**src/rtl/csel_pkg.sv**
```systemverilog
package csel_pkg;

    typedef enum logic [1:0] {
        MODE_PLAIN = 2'b00,
        MODE_ACCUM = 2'b01,
        MODE_COUNT = 2'b10
    } mode_e;

    typedef enum logic [1:0] {
        ACT_HOLD  = 2'd0,
        ACT_CLEAR = 2'd1,
        ACT_LOAD  = 2'd2,
        ACT_STEP  = 2'd3
    } act_e;

endpackage

```
**src/rtl/csel_cell.sv**
```systemverilog
// One bit slice: four 2-input functions give sum and carry for both carry
// assumptions; each chain's carry-in picks that chain's carry-out.
module csel_cell (
    input  logic a,
    input  logic b,
    input  logic ci_z,
    input  logic ci_o,
    output logic co_z,
    output logic co_o,
    output logic s_z,
    output logic s_o
);
    logic sum_if0, sum_if1, car_if0, car_if1;

    always_comb begin
        sum_if0 = a ^ b;
        sum_if1 = ~(a ^ b);
        car_if0 = a & b;
        car_if1 = a | b;
        co_z    = ci_z ? car_if1 : car_if0;
        co_o    = ci_o ? car_if1 : car_if0;
        s_z     = ci_z ? sum_if1 : sum_if0;
        s_o     = ci_o ? sum_if1 : sum_if0;
    end
endmodule

```
**src/rtl/csel_chain.sv**
```systemverilog
module csel_chain #(
    parameter int WIDTH = 16
) (
    input  logic [WIDTH-1:0] op_a,
    input  logic [WIDTH-1:0] op_b,
    input  logic             cin,
    output logic [WIDTH-1:0] sum,
    output logic             cout
);
    logic [WIDTH:0]   chain_z, chain_o;
    logic [WIDTH-1:0] sum_z, sum_o;

    assign chain_z[0] = 1'b0;
    assign chain_o[0] = 1'b1;

    for (genvar i = 0; i < WIDTH; i++) begin : g_bit
        csel_cell u_cell (
            .a    (op_a[i]),
            .b    (op_b[i]),
            .ci_z (chain_z[i]),
            .ci_o (chain_o[i]),
            .co_z (chain_z[i+1]),
            .co_o (chain_o[i+1]),
            .s_z  (sum_z[i]),
            .s_o  (sum_o[i])
        );
    end

    // late carry chooses one whole chain
    always_comb begin
        sum  = cin ? sum_o : sum_z;
        cout = cin ? chain_o[WIDTH] : chain_z[WIDTH];
    end

    always_comb begin
        // the chain seeded with 1 never carries less than the chain seeded with 0
        a_r3_chain_order: assert ((chain_z & ~chain_o) == '0);
        // selected chain agrees with plain binary addition
        a_r1_sum_ref: assert ({cout, sum} ==
            ({1'b0, op_a} + {1'b0, op_b} + {{WIDTH{1'b0}}, cin}));
    end
endmodule

```
**src/rtl/csel_front.sv**
```systemverilog
module csel_front
    import csel_pkg::*;
#(
    parameter int WIDTH = 16
) (
    input  mode_e            mode,
    input  logic [WIDTH-1:0] data1,
    input  logic [WIDTH-1:0] data2,
    input  logic             carry_in,
    input  logic             sub_en,
    input  logic             cnt_down,
    input  logic [WIDTH-1:0] fb,
    output logic [WIDTH-1:0] op_a,
    output logic [WIDTH-1:0] op_b,
    output logic             cin
);
    localparam logic [WIDTH-1:0] ONE = {{(WIDTH-1){1'b0}}, 1'b1};

    always_comb begin
        unique case (mode)
            MODE_COUNT: begin
                op_a = fb;
                op_b = cnt_down ? ~ONE : ONE;
                cin  = cnt_down;
            end
            MODE_ACCUM: begin
                op_a = fb;
                op_b = sub_en ? ~data2 : data2;
                cin  = sub_en | carry_in;
            end
            default: begin
                op_a = data1;
                op_b = sub_en ? ~data2 : data2;
                cin  = sub_en | carry_in;
            end
        endcase
    end
endmodule

```
**src/rtl/csel_outreg.sv**
```systemverilog
module csel_outreg
    import csel_pkg::*;
#(
    parameter int WIDTH = 16
) (
    input  logic             clk,
    input  logic             rst_n,
    input  logic             ena,
    input  logic             sclr,
    input  logic             sload,
    input  logic             upd_ok,
    input  logic [WIDTH-1:0] load_val,
    input  logic [WIDTH-1:0] nxt_sum,
    input  logic             nxt_cout,
    output logic [WIDTH-1:0] q,
    output logic             qc
);
    act_e             act;
    logic [WIDTH-1:0] q_d;
    logic             qc_d;

    always_comb begin
        if (!ena)        act = ACT_HOLD;
        else if (sclr)   act = ACT_CLEAR;
        else if (sload)  act = ACT_LOAD;
        else if (upd_ok) act = ACT_STEP;
        else             act = ACT_HOLD;
    end

    always_comb begin
        unique case (act)
            ACT_CLEAR: begin q_d = '0;       qc_d = 1'b0;     end
            ACT_LOAD:  begin q_d = load_val; qc_d = 1'b0;     end
            ACT_STEP:  begin q_d = nxt_sum;  qc_d = nxt_cout; end
            default:   begin q_d = q;        qc_d = qc;       end
        endcase
    end

    always_ff @(posedge clk or negedge rst_n) begin
        if (!rst_n) begin
            q  <= '0;
            qc <= 1'b0;
        end else begin
            q  <= q_d;
            qc <= qc_d;
        end
    end

    a_r7_hold: assert property (@(posedge clk) disable iff (!rst_n)
        !ena |=> ($stable(q) && $stable(qc)));
    a_r5_clear: assert property (@(posedge clk) disable iff (!rst_n)
        (ena && sclr) |=> (q == '0 && !qc));
    a_r6_load: assert property (@(posedge clk) disable iff (!rst_n)
        (ena && !sclr && sload) |=> (q == $past(load_val) && !qc));
    a_r4_capture: assert property (@(posedge clk) disable iff (!rst_n)
        (ena && !sclr && !sload && upd_ok) |=> (q == $past(nxt_sum) && qc == $past(nxt_cout)));
    a_r10_idle: assert property (@(posedge clk) disable iff (!rst_n)
        (ena && !sclr && !sload && !upd_ok) |=> $stable(q));
endmodule

```
**src/rtl/csel_addsub.sv**
```systemverilog
module csel_addsub
    import csel_pkg::*;
#(
    parameter int WIDTH = 16
) (
    input  logic             clk,
    input  logic             rst_n,
    input  logic [1:0]       op_mode,
    input  logic [WIDTH-1:0] data1,
    input  logic [WIDTH-1:0] data2,
    input  logic             carry_in,
    input  logic             sub_en,
    input  logic             ena,
    input  logic             cnt_en,
    input  logic             cnt_down,
    input  logic             sclr,
    input  logic             sload,
    input  logic [WIDTH-1:0] load_val,
    output logic [WIDTH-1:0] comb_sum,
    output logic             comb_cout,
    output logic [WIDTH-1:0] reg_sum,
    output logic             reg_cout
);
    localparam logic [WIDTH-1:0] ONE = {{(WIDTH-1){1'b0}}, 1'b1};

    mode_e            mode;
    logic [WIDTH-1:0] op_a, op_b;
    logic             cin, upd_ok;

    always_comb begin
        unique case (op_mode)
            2'b01:   mode = MODE_ACCUM;
            2'b10:   mode = MODE_COUNT;
            default: mode = MODE_PLAIN;
        endcase
        upd_ok = (mode == MODE_COUNT) ? cnt_en : 1'b1;
    end

    csel_front #(.WIDTH(WIDTH)) u_front (
        .mode     (mode),
        .data1    (data1),
        .data2    (data2),
        .carry_in (carry_in),
        .sub_en   (sub_en),
        .cnt_down (cnt_down),
        .fb       (reg_sum),
        .op_a     (op_a),
        .op_b     (op_b),
        .cin      (cin)
    );

    csel_chain #(.WIDTH(WIDTH)) u_chain (
        .op_a (op_a),
        .op_b (op_b),
        .cin  (cin),
        .sum  (comb_sum),
        .cout (comb_cout)
    );

    csel_outreg #(.WIDTH(WIDTH)) u_reg (
        .clk      (clk),
        .rst_n    (rst_n),
        .ena      (ena),
        .sclr     (sclr),
        .sload    (sload),
        .upd_ok   (upd_ok),
        .load_val (load_val),
        .nxt_sum  (comb_sum),
        .nxt_cout (comb_cout),
        .q        (reg_sum),
        .qc       (reg_cout)
    );

    a_r9_count_up: assert property (@(posedge clk) disable iff (!rst_n)
        (op_mode == 2'b10 && ena && !sclr && !sload && cnt_en && !cnt_down)
        |=> (reg_sum == $past(reg_sum) + ONE));
    a_r9_count_down: assert property (@(posedge clk) disable iff (!rst_n)
        (op_mode == 2'b10 && ena && !sclr && !sload && cnt_en && cnt_down)
        |=> (reg_sum == $past(reg_sum) - ONE));
    a_r11_reset: assert property (@(posedge clk)
        !rst_n |-> (reg_sum == '0 && !reg_cout));
endmodule

```
**config.mk**
```make
export PLATFORM = sky130hd
export DESIGN_NAME = csel_addsub
export DESIGN_NICKNAME = d
export VERILOG_FILES = /design/src/rtl/csel_pkg.sv /design/src/rtl/csel_cell.sv /design/src/rtl/csel_chain.sv /design/src/rtl/csel_front.sv /design/src/rtl/csel_outreg.sv /design/src/rtl/csel_addsub.sv
export SDC_FILE = /design/constraint.sdc
export NUM_CORES = 1
export LEC_CHECK = 0
export ABC_AREA = 1
export BUFFER_PORTS_ARGS = -buffer_cell sky130_fd_sc_hd__buf_2
export CELL_PAD_IN_SITES_DETAIL_PLACEMENT = 1
export CELL_PAD_IN_SITES_GLOBAL_PLACEMENT = 2
export CORE_AREA = 2 2 114 116
export CTS_CLUSTER_DIAMETER = 60
export DETAILED_ROUTE_END_ITERATION = 16
export DIE_AREA = 0 0 116 118
export PLACE_DENSITY = 0.74
export REMOVE_ABC_BUFFERS = 1
export SLEW_MARGIN = 25
export SYNTH_ARGS = -nofsm -noshare
export SYNTH_HDL_FRONTEND = slang
export SYNTH_SLANG_ARGS = --single-unit
```
**constraint.sdc**
```tcl
create_clock -name clk -period 4.4 [get_ports clk]
set_input_delay 0.88 -clock clk [delete_from_list [all_inputs] [get_ports clk]]
set_output_delay 0.88 -clock clk [all_outputs]
set_load 0.01 [all_outputs]
```
==> key figures, run 1 <==
Status
  – Status: complete, but fails checks
  – Failing checks: negative setup slack

Detailed routing
  – Total wire length: 13570 um
  – Mean routed wirelength per cell: 17.36 um
  – DRT Pass-1 Iters: 4
  – DR top layer: met4
  – DRT antenna net count: 0
  – Metal-1 WL: 5598 um
  – Iteration-0 DRC Markers: 131
  – Wire length on met2: 7101 um
  – WL met3: 538 um
  – DRC Markers: 0
  – Vias: 3754
  – Post-DR vias/cell: 4.801

Synthesis
  – Mapped Area: 0.003034 mm2
  – Sequential share of the synthesized area: 0.1402
  – Yosys reg bits: 17
  – Synth Warn #: 0
  – Average size of a mapped cell: 6.469 um2
  – Library cells used by synthesis: 26
  – Post-synthesis cell count: 469
  – Ys flop type: dfrtp_1
  – Async set or reset register ratio after synthesis: 1.000
  – Post-synth EDFFs: 0

Global routing
  – Antenna violations before repair: 0
  – Largest net degree at the start of global routing: 20
  – Vias in the first global route: 4048
  – GRT overflow: 0
  – First-pass GRT wire length: 20560 um
  – Global-route usage over all layers: 0.1876

STA
  – # setup viols final: 9
  – Worst setup slack after layout: -0.5448 ns
  – Setup Skew: 0.004584 ns
  – Slew @ Worst Pin: 0.7906 ns
  – Final Hold Viols: 0
  – RSZ-0062 raised after global routing: yes
  – Slew Limit Headroom: 0.4710
  – Period utilisation layout: 1.124
  – Min Tclk post-route: 4.945 ns
  – Max Fclk: 202.2 MHz
  – Final Max Slew Viols: 0

Layout
  – N_diodes: 0
  – Area Growth Syn to Fin: 76.91%
  – Nets: 703
  – # fillers: 1543
  – Share of layout cells above drive strength 1: 0.5230
  – Final instance area: 0.005368 mm2
  – Commonest non-fill, non-tap cell in the layout: buf_2
  – Most frequent cells in the layout: 88 x buf_2, 73 x inv_1, 72 x nand3_4, 71 x nand2_1, 50 x buf_4

Power and ir drop
  – VDD IR max: 0.0001208 V
  – Power Dens Cells: 382.4 mW/mm2
  – Leakage: 2.607 nW
  – Design Power: 2.053 mW

Setup path
  – Critical path's most frequent cell: nand3_4
  – Worst Path Arrival: 4.06 ns
  – Buf+Inv Stages, Crit Path: 5
  – Type of origin of the critical path: input pin
  – WP data required: 3.52 ns
  – CP Capture Type: primary output
  – Cell family with the largest share of critical-path delay: simple AND/OR/NAND/NOR gates
  – CP max-delay cell: and2_4
  – Critical path's largest stage delay: 0.18 ns
  – Crit Path Max Fanout: 5
  – Setup Crit Path Kind: input pin to primary output

Clocking
  – Clock slew at reported path FFs: 0.06 ns
  – CTS Buf Count: 3
  – TritonCTS clock tree: built
  – Clk_lat worst skew: 0.27 ns
  – Clock Tree Buf Depth: 2
  – Clock sinks: 17
  – Hold buffer count at CTS: 0
  – H-tree depth: 1
  – Clock root buffer: clkbuf_16

Worst hold path
  – Worst hold path class: flip-flop to flip-flop

Placement
  – Gp weighted congestion: 0.8107
  – DPL Wire Length: 8995 um
  – Area after DPL: 0.003911 mm2
  – Port buffer count: 92

Floorplan
  – I/O pins: 93
  – Initial Util: 0.2444
  – Die area: 0.01369 mm2
  – Die Ht: 118 um
  – Core area: 0.01241 mm2
  – # rows: 41
  – Horiz. Die Dim: 116 um

Job
  – Max-Cap Viols: 0
cell families after synthesis:
| kind of cell | share of synthesized area |
|---|---|
| buffers and inverters | 0.1295 |
| flip-flops | 0.1402 |
| AND/OR/NAND/NOR | 0.3992 |
| adder cells (fa/ha/maj) | 0.1361 |
| XOR/XNOR | 0.04866 |
| AO/OA/AOI/OAI | 0.1464 |
area by class of cell:
class | instances | area (um2) | area share
multi-input cells | 350 | 3351 | 0.6242
repair buffers | 150 | 954.7 | 0.1779
flip-flops and latches | 17 | 425.4 | 0.07925
inverters | 89 | 342.8 | 0.06387
well taps | 172 | 215.2 | 0.04009
clock buffers | 4 | 78.83 | 0.01469
cells in the mapped netlist (2+ instances only):
library cell | count | area, um2
nand2_1 | 92 | 345.3
inv_1 | 85 | 319.1
nand3_1 | 65 | 325.3
nand3_2 | 41 | 410.4
o21ai_0 | 36 | 180.2
ha_1 | 33 | 412.9
a21oi_1 | 20 | 100.1
dfrtp_1 | 17 | 425.4
nand2_2 | 12 | 75.07
xor2_1 | 12 | 105.1
nor2_1 | 10 | 37.54
a22oi_1 | 8 | 60.06
a31oi_1 | 8 | 50.05
clkbuf_1 | 8 | 30.03
o211ai_1 | 4 | 30.03
inv_2 | 3 | 11.26
xnor2_1 | 3 | 26.28
buf_2 | 2 | 10.01
buf_4 | 2 | 15.01
o31ai_1 | 2 | 15.01
final timing paths:
kind / slack (ns) / start / depth (start not counted) / end
worst max-delay path: -0.54 / op_mode[0] / 31 / comb_sum[15]
worst min-delay path: 0.50 / u_reg.qc / 2 / u_reg.qc
worst max register to register: 1.05 / u_reg.q[0] / 24 / u_reg.q[10]
worst min register to register: 0.50 / u_reg.qc / 2 / u_reg.qc
max in group asynchronous: 3.47 / rst_n / 1 / u_reg.q[9]
min in group asynchronous: 0.58 / rst_n / 1 / u_reg.q[0]
tightest hold or removal path, cell delays in order, from the launching register on:
cell     delay [ns]
dfrtp_1        0.35
nand2_1        0.06
nand2_1        0.06
what timing repair did:
item,4_1_cts,5_1_grt
endpoints found under the setup margin,10,10
pin swaps,28,63
buffers inserted,14,14
gates cloned,0,0
gates resized for setup,156,79
state kept, by name (all words and copies together), names as in the netlist:
register	count
u_reg.q	16
u_reg.qc	1
report_power, final:
part / switching, mW / internal, mW
clock network: 0.0855 / 0.124
logic: 0.962 / 0.683
registers: 0.0163 / 0.182
stage by stage:
| stage | worst slack, ns | util | setup TNS, ns | hold slack, ns | instances |
|---|---|---|---|---|---|
| floorplan | -0.4555 | - | -1.893 | 0.5157 | 456 |
| global placement | -0.7486 | 0.3151 | -4.388 | 0.4712 | 754 |
| detailed placement | -0.8584 | 0.3151 | -5.483 | 0.4762 | 754 |
| CTS | -0.5206 | 0.3915 | -2.691 | 0.5010 | 770 |
| global route | -0.7599 | 0.4324 | -5.621 | 0.5327 | 782 |
| finish | -0.5448 | 0.4324 | -3.606 | 0.5009 | 782 |
layer usage:
metal | global-route usage | vias to the layer above
li1 | - | 1825
met1 | 0.2386 | 1813
met2 | 0.3326 | 90
met3 | 0.02317 | 26
met4 | 0.04464 | 0
met5 | 0 | -
Power figures use the tool's default switching activity.
==> run 2, diff against run 1 <==
--- a/config.mk
+++ b/config.mk
@@ -15,5 +15,4 @@
 export DIE_AREA = 0 0 116 118
 export PLACE_DENSITY = 0.74
-export REMOVE_ABC_BUFFERS = 1
 export SLEW_MARGIN = 25
 export SYNTH_ARGS = -nofsm -noshare
==> constraint.sdc (replaced) <==
create_clock -name clk -period 4.4 [get_ports clk]
set_input_delay 0.22 -clock clk [delete_from_list [all_inputs] [get_ports clk]]
set_output_delay 0.22 -clock clk [all_outputs]
set_load 0.01 [all_outputs]
==> run 2 against run 1 <==
Net effect: the run now ends clean; worst hold slack got worse by 0.33 ns; maximum frequency increased by 25%; core utilization decreased by 13 points; flip-flop and latch count unchanged; die area unchanged; global-route usage decreased by 2.5 points; combinational power decreased by 41%; sequential power about the same; first-iteration DRC count decreased by 17%; count of clock-buffer cells in the layout unchanged; sequential share of layout area increased by 3.2 points; register-to-register slack about the same; critical path type unchanged.
==> key figures, run 2 (same netlist as run 1, synthesis figures left out) <==
Status
  – Status: finished clean

Clocking
  – Clk_lat worst skew: 0.27 ns
  – Clock root buffer: clkbuf_16
  – Clock sinks: 17
  – Clock slew at reported path FFs: 0.07 ns
  – CTS Buf Count: 3
  – Clock Tree Buf Depth: 2
  – Setup bufs post-CTS: 0
  – H-tree depth: 1
  – TritonCTS clock tree: built

Detailed routing
  – DRT Pass-1 Iters: 4
  – DRT antenna net count: 0
  – Total wire length: 10690 um
  – Iteration-0 DRC Markers: 109
  – DRC Markers: 0
  – Mean routed wirelength per cell: 14.62 um
  – Vias: 3372
  – Post-DR vias/cell: 4.613

Global routing
  – First-pass GRT wire length: 18000 um
  – Grt met3 use: 0.02111
  – GRT busiest layer: met2
  – GRT overflow: 0
  – Antenna violations before repair: 0
  – Largest net degree at the start of global routing: 20
  – Grt met1 use: 0.2187
  – Vias in the first global route: 3624
  – Met2 GRT Util: 0.2800
  – Global-route usage over all layers: 0.1622

Floorplan
  – # rows: 41
  – Die area: 0.01369 mm2
  – Initial Util: 0.2444
  – Horiz. Die Dim: 116 um
  – I/O pins: 93
  – Die Ht: 118 um
  – Core area: 0.01241 mm2

Setup path
  – Setup Crit Path Kind: input pin to primary output
  – CP max-delay cell: ha_1
  – Critical path's largest stage delay: 0.20 ns
  – Critical path's most frequent cell: nand3_1
  – Crit Path Max Fanout: 16
  – WP data required: 4.18 ns
  – Type of origin of the critical path: input pin
  – CP Capture Type: primary output
  – Worst Path Arrival: 3.72 ns

Placement
  – Place WS: 0.2196 ns
  – Area after DPL: 0.003701 mm2
  – Gp weighted congestion: 0.8326
  – DPL Wire Length: 8869 um
  – Port buffer count: 92

STA
  – Hold_ws: 0.1720 ns
  – Period utilisation layout: 0.8959
  – Min Tclk post-route: 3.942 ns
  – Max Fclk: 253.7 MHz
  – Slew @ Worst Pin: 0.7142 ns
  – Setup Skew: 0.006562 ns
  – RSZ-0062 raised after global routing: no
  – Worst setup slack after layout: 0.4582 ns
  – Slew Limit Headroom: 0.5234
  – Final Max Slew Viols: 0
  – Setup TNS: 0 ns
  – Final Hold Viols: 0
  – # setup viols final: 0

Layout
  – Nets: 652
  – Final instance area: 0.003811 mm2
  – Share of layout cells above drive strength 1: 0.2898
  – N_diodes: 0
  – Area Growth Syn to Fin: 25.61%
  – Max reg flops: 16
  – # fillers: 1653
  – Biggest register: u_reg.q
  – Most frequent cells in the layout: 92 x nand2_1, 92 x buf_2, 85 x inv_1, 65 x nand3_1, 41 x nand3_2
  – Biggest regs: u_reg.q (16), u_reg.qc (1)

Power and ir drop
  – VDD IR max: 0.0001169 V
  – Internal: 0.6664 mW
  – Clock Power Share: 0.152
  – Reg power frac: 0.144
  – Psw: 0.7111 mW
  – Combinational power share: 0.704
  – Sw Ratio: 0.5162
  – Leakage: 2.096 nW
  – Power Dens Cells: 361.4 mW/mm2

Worst hold path
  – Worst hold path class: input pin to flip-flop

Synthesis
  – Syn nets: 561

Job
  – Max-Cap Viols: 0
==> run 2: cell count changes in the layout (fill, tap and decap cells not counted), sizes merged <==
cell and change:
buf -52, dlygate4sd3 +1
==> run 2: layout make-up <==
| class | instances | area (um2) | share of cell area |
|---|---|---|---|
| multi-input cells | 350 | 2236 | 0.5867 |
| repair buffers | 99 | 519.2 | 0.1362 |
| flip-flops and latches | 17 | 425.4 | 0.1116 |
| inverters | 89 | 336.6 | 0.08831 |
| well taps | 172 | 215.2 | 0.05647 |
| clock buffers | 4 | 78.83 | 0.02068 |
==> run 2: power groups by stage <==
| stage | clock, mW | sequential (mW) | combinational, mW |
|---|---|---|---|
| after floorplan | 0 | 0.211 | 0.658 |
| after global placement | 0 | 0.201 | 0.956 |
| after detailed placement | 0 | 0.201 | 0.973 |
| after CTS | 0.220 | 0.199 | 0.978 |
| after global routing | 0.226 | 0.202 | 1.09 |
| final | 0.209 | 0.198 | 0.970 |
==> run 2: per-stage QoR <==
step                      cells  total power [mW]    util
after CTS                   731             1.397  0.3053
after global routing        731             1.518  0.3070
after floorplan             469            0.8690       -
after global placement      726             1.157  0.2981
after detailed placement    726             1.174  0.2981
final                       731             1.378  0.3070
==> run 2: worst paths after layout <==
check	from	end	slack [ns]	cells past startpoint
hold / removal	load_val[7]	u_reg.q[7]	0.17	3
max in group asynchronous	rst_n	u_reg.q[10]	3.58	2
setup / recovery	op_mode[0]	comb_sum[15]	0.46	29
min in group asynchronous	rst_n	u_reg.q[2]	0.47	2
setup reg to reg	u_reg.q[0]	u_reg.qc	1.05	26
hold reg to reg	u_reg.qc	u_reg.qc	0.48	2
==> run 2: worst max-delay path, delay by kind of cell <==
family,cells,cell delay [ns]
and+or+nand+nor,20,2.45
buffers and inverters,7,0.66
adders and majority gates,2,0.39
==> run 2: what timing repair did <==
item                                    in CTS  in global routing
endpoints found under the setup margin       0                  3
endpoints found under the hold margin       17                  0
gates resized for setup                      0                  6
hold buffers                                 1                  0
==> run 2: per-layer routing <==
metal / vias up / share of wire
met4: 0 / 0.0061
met5: - / 0
met1: 1588 / 0.48
met2: 63 / 0.48
met3: 5 / 0.037
li1: 1716 / -
